<file path="src/rtl/fcmp_pkg.sv">
package fcmp_pkg;

    // Widest magnitude (exponent + fraction) that any supported format uses.
    localparam int MAG_W = 63;

    // Per-operand classification handed from the classifiers to the ordering logic.
    typedef struct packed {
        logic             sgn;   // sign after the magnitude-only option
        logic             nan;   // exponent all ones, fraction nonzero
        logic             sig;   // signalling NaN (fraction MSB set)
        logic             zro;   // +0 or -0
        logic [MAG_W-1:0] mag;   // exponent and fraction, zero-extended
    } opnd_t;

    // Relation between the two operands.
    typedef struct packed {
        logic lt;
        logic eq;
        logic un;
    } rel_t;

endpackage

</file>
<file path="src/rtl/fcmp_classify.sv">
module fcmp_classify
    import fcmp_pkg::*;
#(
    parameter int EXP_W  = 8,
    parameter int FRAC_W = 23
) (
    input  logic [EXP_W+FRAC_W:0] raw_i,
    input  logic                  mag_only_i,
    output opnd_t                 info_o
);

    localparam int TOP = EXP_W + FRAC_W;

    logic [EXP_W-1:0]  exp_w;
    logic [FRAC_W-1:0] frac_w;
    logic              exp_max_w;
    logic              frac_nz_w;

    assign exp_w     = raw_i[TOP-1:FRAC_W];
    assign frac_w    = raw_i[FRAC_W-1:0];
    assign exp_max_w = &exp_w;
    assign frac_nz_w = |frac_w;

    always_comb begin
        info_o     = '0;
        info_o.sgn = raw_i[TOP] & ~mag_only_i;
        info_o.nan = exp_max_w & frac_nz_w;
        info_o.sig = exp_max_w & frac_nz_w & frac_w[FRAC_W-1];
        info_o.zro = ~(|raw_i[TOP-1:0]);
        info_o.mag = MAG_W'(raw_i[TOP-1:0]);
    end

endmodule

</file>
<file path="src/rtl/fcmp_order.sv">
module fcmp_order
    import fcmp_pkg::*;
(
    input  opnd_t a_i,
    input  opnd_t b_i,
    output rel_t  rel_o
);

    always_comb begin
        rel_o = '0;
        if (a_i.nan || b_i.nan) begin
            rel_o.un = 1'b1;
        end else if (a_i.zro && b_i.zro) begin
            // signed zeros are the same value
            rel_o.eq = 1'b1;
        end else if (a_i.sgn != b_i.sgn) begin
            // opposite signs, at least one nonzero: negative side is smaller
            rel_o.lt = a_i.sgn;
        end else begin
            rel_o.eq = (a_i.mag == b_i.mag);
            if (a_i.sgn) begin
                rel_o.lt = (a_i.mag > b_i.mag);
            end else begin
                rel_o.lt = (a_i.mag < b_i.mag);
            end
        end
    end

endmodule

</file>
<file path="src/rtl/fcmp_pred.sv">
module fcmp_pred
    import fcmp_pkg::*;
(
    input  rel_t       rel_i,
    input  logic [3:0] cond_i,
    input  logic       any_sig_i,
    output logic       res_o,
    output logic       inv_o
);

    always_comb begin
        res_o = (cond_i[2] & rel_i.lt) | (cond_i[1] & rel_i.eq) | (cond_i[0] & rel_i.un);
        inv_o = rel_i.un & (cond_i[3] | any_sig_i);
    end

endmodule

</file>
<file path="src/rtl/fcmp_eval.sv">
module fcmp_eval
    import fcmp_pkg::*;
#(
    parameter int CC_NUM    = 8,
    parameter int SEL_W     = $clog2(CC_NUM),
    parameter int SP_EXP_W  = 8,
    parameter int SP_FRAC_W = 23,
    parameter int DP_EXP_W  = 11,
    parameter int DP_FRAC_W = 52
) (
    input  logic              clk,
    input  logic              rst_n,
    input  logic              in_vld_i,
    input  logic              fmt_dbl_i,
    input  logic              mag_only_i,
    input  logic [3:0]        cond_i,
    input  logic [SEL_W-1:0]  cc_sel_i,
    input  logic [63:0]       opa_i,
    input  logic [63:0]       opb_i,
    output logic              stat_vld_o,
    output logic              stat_inv_o,
    output logic              cmp_res_o,
    output logic [CC_NUM-1:0] cc_we_o,
    output logic              cc_val_o
);

    localparam int SP_W = SP_EXP_W + SP_FRAC_W + 1;
    localparam int DP_W = DP_EXP_W + DP_FRAC_W + 1;

    // stage 1: status and outcome; stage 2: condition-code write
    typedef struct packed {
        logic              s1_vld;
        logic              s1_inv;
        logic              s1_res;
        logic [SEL_W-1:0]  s1_sel;
        logic [CC_NUM-1:0] s2_we;
        logic              s2_val;
    } st_t;

    st_t st_d, st_q;

    logic [1:0][63:0] raw_w;
    opnd_t            sp_info_w [2];
    opnd_t            dp_info_w [2];
    opnd_t            sel_info_w [2];
    rel_t             rel_w;
    logic             res_w;
    logic             inv_w;
    logic             any_sig_w;

    assign raw_w = {opb_i, opa_i};

    for (genvar g = 0; g < 2; g++) begin : g_opnd
        fcmp_classify #(
            .EXP_W  (SP_EXP_W),
            .FRAC_W (SP_FRAC_W)
        ) u_sp_cls (
            .raw_i      (raw_w[g][SP_W-1:0]),
            .mag_only_i (mag_only_i),
            .info_o     (sp_info_w[g])
        );

        fcmp_classify #(
            .EXP_W  (DP_EXP_W),
            .FRAC_W (DP_FRAC_W)
        ) u_dp_cls (
            .raw_i      (raw_w[g][DP_W-1:0]),
            .mag_only_i (mag_only_i),
            .info_o     (dp_info_w[g])
        );

        assign sel_info_w[g] = fmt_dbl_i ? dp_info_w[g] : sp_info_w[g];
    end

    assign any_sig_w = sel_info_w[0].sig | sel_info_w[1].sig;

    fcmp_order u_order (
        .a_i   (sel_info_w[0]),
        .b_i   (sel_info_w[1]),
        .rel_o (rel_w)
    );

    fcmp_pred u_pred (
        .rel_i     (rel_w),
        .cond_i    (cond_i),
        .any_sig_i (any_sig_w),
        .res_o     (res_w),
        .inv_o     (inv_w)
    );

    always_comb begin
        st_d        = st_q;
        st_d.s1_vld = in_vld_i;
        st_d.s1_inv = in_vld_i & inv_w;
        st_d.s1_res = in_vld_i & res_w;
        if (in_vld_i) begin
            st_d.s1_sel = cc_sel_i;
        end
        st_d.s2_we  = st_q.s1_vld ? (CC_NUM'(1) << st_q.s1_sel) : '0;
        st_d.s2_val = st_q.s1_vld & st_q.s1_res;
    end

    always_ff @(posedge clk or negedge rst_n) begin
        if (!rst_n) begin
            st_q <= '0;
        end else begin
            st_q <= st_d;
        end
    end

    assign stat_vld_o = st_q.s1_vld;
    assign stat_inv_o = st_q.s1_inv;
    assign cmp_res_o  = st_q.s1_res;
    assign cc_we_o    = st_q.s2_we;
    assign cc_val_o   = st_q.s2_val;

endmodule

</file>
<file path="config.mk">
export PLATFORM = sky130hd
export DESIGN_NAME = fcmp_eval
export DESIGN_NICKNAME = d
export VERILOG_FILES = /design/src/rtl/fcmp_pkg.sv /design/src/rtl/fcmp_classify.sv /design/src/rtl/fcmp_order.sv /design/src/rtl/fcmp_pred.sv /design/src/rtl/fcmp_eval.sv
export SDC_FILE = /design/constraint.sdc
export NUM_CORES = 1
export LEC_CHECK = 0
export BUFFER_PORTS_ARGS = -buffer_cell sky130_fd_sc_hd__buf_2
export CAP_MARGIN = 20
export CORE_ASPECT_RATIO = 1.4
export CORE_UTILIZATION = 40
export DETAILED_ROUTE_END_ITERATION = 6
export PLACE_DENSITY = 0.72
export SYNTH_ARGS = -nofsm -noshare
export SYNTH_HDL_FRONTEND = slang
export SYNTH_SLANG_ARGS = --single-unit
</file>
<file path="constraint.sdc">
create_clock -name clk -period 1.53 [get_ports clk]
set_input_delay 0.2295 -clock clk [delete_from_list [all_inputs] [get_ports clk]]
set_output_delay 0.2295 -clock clk [all_outputs]
set_load 0.02 [all_outputs]
</file>
==> results.cfg <==
[yosys]
synthSimpleGateAreaFrac = 0.361
synthArstFlopShare = 1.00
synth_xor_area_frac = 0.00301
synth_edf_count = 0
synthesis.area_um2 = 2910
synth.avg_cell_area_um2 = 7.44
synth_compound_area_frac = 0.141
ys.flop_type = dfrtp_1
seq_area_frac_synth = 0.129
muxShareOfSynthArea = 0.0185
synth-seq-cells = 15
synth_nets = 594
synth_top_family_by_area = simple AND/OR/NAND/NOR gates
ys_types = 45
yosysWarnings = 0
syn-instance-count = 391
synth_fa_ha_area_frac = 0.271

[timing]
period_minus_slack_ns = 2.66
fin_crit_sh = 1.74
rsz0062_at_grt = yes
hold_viol = 0
fin_skew_ns = 0.00167
timing.final.ws_setup_ns = -1.13
hold_slack_ns = 0.186
setup_viol = 2
fmax_mhz = 377
relSlewSlack = 0.674
slew_viol_final = 0
setup_tns_ns = -1.34
tightest_slew_ns = 0.485

[grt]
grt_first_pass_wirelength_um = 16700
first_global_vias = 4015
track_usage = 0.280
grt_overflow = 0
antenna_found_initial = 1
grt_max_degree = 16

[die]
die_h_um = 103
rows = 36
fp.dieArea_um2 = 7620
core_area_um2 = 6980
io_pins = 152
start_util = 0.416
die_x_um = 74.1

[clock_network]
cts_max_level = 1
cts_tree = done
clock_latency_ns = 0.24
cts_buffers = 3
clk_pin_slew_ns = 0.06
cts_root_buf = clkbuf_8
clock-sinks = 15
cts_buffer_depth = 2

[place]
dpl_cell_area_um2 = 4660
dp_slack_ns = -1.37
place_inst = 723
globalplace.congestion = 0.857
io_buffers = 151
dp_hpwl_um = 8650

[final_layout]
nNetsFinal = 847
fillers = 548
final_common_cell = buf_2
stdcell_area_um2 = 5020
register_area_um2 = 375
layout_common_cells = buf_2 (150), buf_4 (106), ha_1 (52)
instances_no_fill = 739
multiInputGateArea_um2 = 2620
area_delta_synth_final_pct = 72.6
drive_gt1_frac = 0.499
post-route-util = 0.719

[detailed_routing]
drt_wl_total_um = 10700
dr.pass1.iters = 5
viasPerCell = 5.40
antenna_left = 0
first_iter_violations = 124
route.vias.total = 3990
drc = 0
post_drt_wl_per_cell_um = 14.5

[status]
status = finished with violations
violations = negative setup slack

[setup_path]
ff2ff_setup_slack_ns = 0.71
end_kind = flip-flop
cp.arrival_ns = 2.79
rr_endpoint = st_q[10]
rr_worst_depth = 1
worstReg2RegStart = st_q[10]
startpoint_type = input port
worstSetupPathType = in2reg
cp.required_ns = 1.67
worst-path-max-fanout = 8

[power_and_ir_drop]
peakVddDrop_uv = 421
p_leak_nw = 2.61
power_density_nw_per_um2 = 384
power_mw = 1.93

[worst_hold_path]
hp-start = in_vld_i
hold_class = in2reg
hold_end = stat_vld_o
min_path_cells = 1

[run]
maxCapViolCount = 0
-- final cells by class --
cell class                 instances  share of cell area
antenna                            1            0.000499
timing repair buffer             264               0.343
sequential                        15              0.0748
inverter                          35              0.0262
clock buffer                       4             0.00898
tap                               95              0.0237
multi-input combinational        325               0.523
-- sequential cells by signal, summed over array words and instances (netlist names) --
signal      count
cc_we_o         8
st_q            3
cc_val_o        1
cmp_res_o       1
stat_inv_o      1
stat_vld_o      1
-- logic make-up after synthesis --
| kind of cell | count (synthesis) |
|---|---|
| DFF | 15 |
| buffers and inverters | 51 |
| adders and majority gates | 63 |
| muxes | 5 |
| AOI/OAI and AO/OA | 63 |
| xor gates and xnor gates | 1 |
| and+or+nand+nor | 193 |
-- synthesized netlist by cell type (2+ instances only) --
library cell  count  area [um2]
ha_1             63         788
nand2_1          55         206
inv_1            35         131
and2_1           33         206
nor4_1           28         175
a21oi_1          26         130
nand4_1          22         138
dfrtp_1          15         375
nand3_1          13        65.1
nor2_1           13        48.8
nor3_1           11        55.1
buf_4             8        60.1
clkbuf_1          8        30.0
o21ai_0           7        35.0
a21o_1            5        37.5
a211oi_1          4        30.0
nand2b_1          4        25.0
o21ai_1           4        20.0
mux2_2            3        33.8
or4_1             3        22.5
a2111oi_0         2        17.5
a221oi_1          2        17.5
a31oi_1           2        12.5
mux2i_1           2        20.0
nor4b_1           2        17.5
o21a_1            2        15.0
-- metal layers --
metal / global-route usage / routed length [um]
met4: 0.126 / 352
met1: 0.281 / 4020
met2: 0.557 / 5860
met5: 0 / 0
met3: 0.0323 / 470
-- where the power goes --
group          total (mW)  internal (mW)  switching, mW
Sequential          0.432          0.419         0.0131
Combinational        1.20          0.644          0.552
Clock               0.301          0.183          0.117
-- worst max-delay path by stage --
stage          startpoint         to  cells after the start
6_report        fmt_dbl_i  cmp_res_o                     11
3_3_place_gp    fmt_dbl_i  cmp_res_o                     11
4_1_cts         fmt_dbl_i  cmp_res_o                     12
2_1_floorplan   fmt_dbl_i  cmp_res_o                     13
3_5_place_dp    fmt_dbl_i  cmp_res_o                     12
5_1_grt         fmt_dbl_i  cmp_res_o                     12
-- critical path, stage by stage --
cell and delay [ns]:
buf_12 0.13, buf_16 0.13, and2_4 0.16, ha_4 0.26
nand4_4 0.10, or4_4 0.58, nor4b_4 0.33, buf_4 0.19
a211oi_2 0.06, or3_1 0.33, a311oi_2 0.29
-- repair_timing --
item / CTS / global route
gates resized for setup: 19 / 11
pin swaps: 12 / 15
hold buffers: 1 / 0
setup endpoints to repair: 2 / 2
setup buffers: 5 / 1
gates cloned: 4 / 0
hold endpoints to repair: 15 / 0
Note: power is estimated with default switching activity, not from simulation.
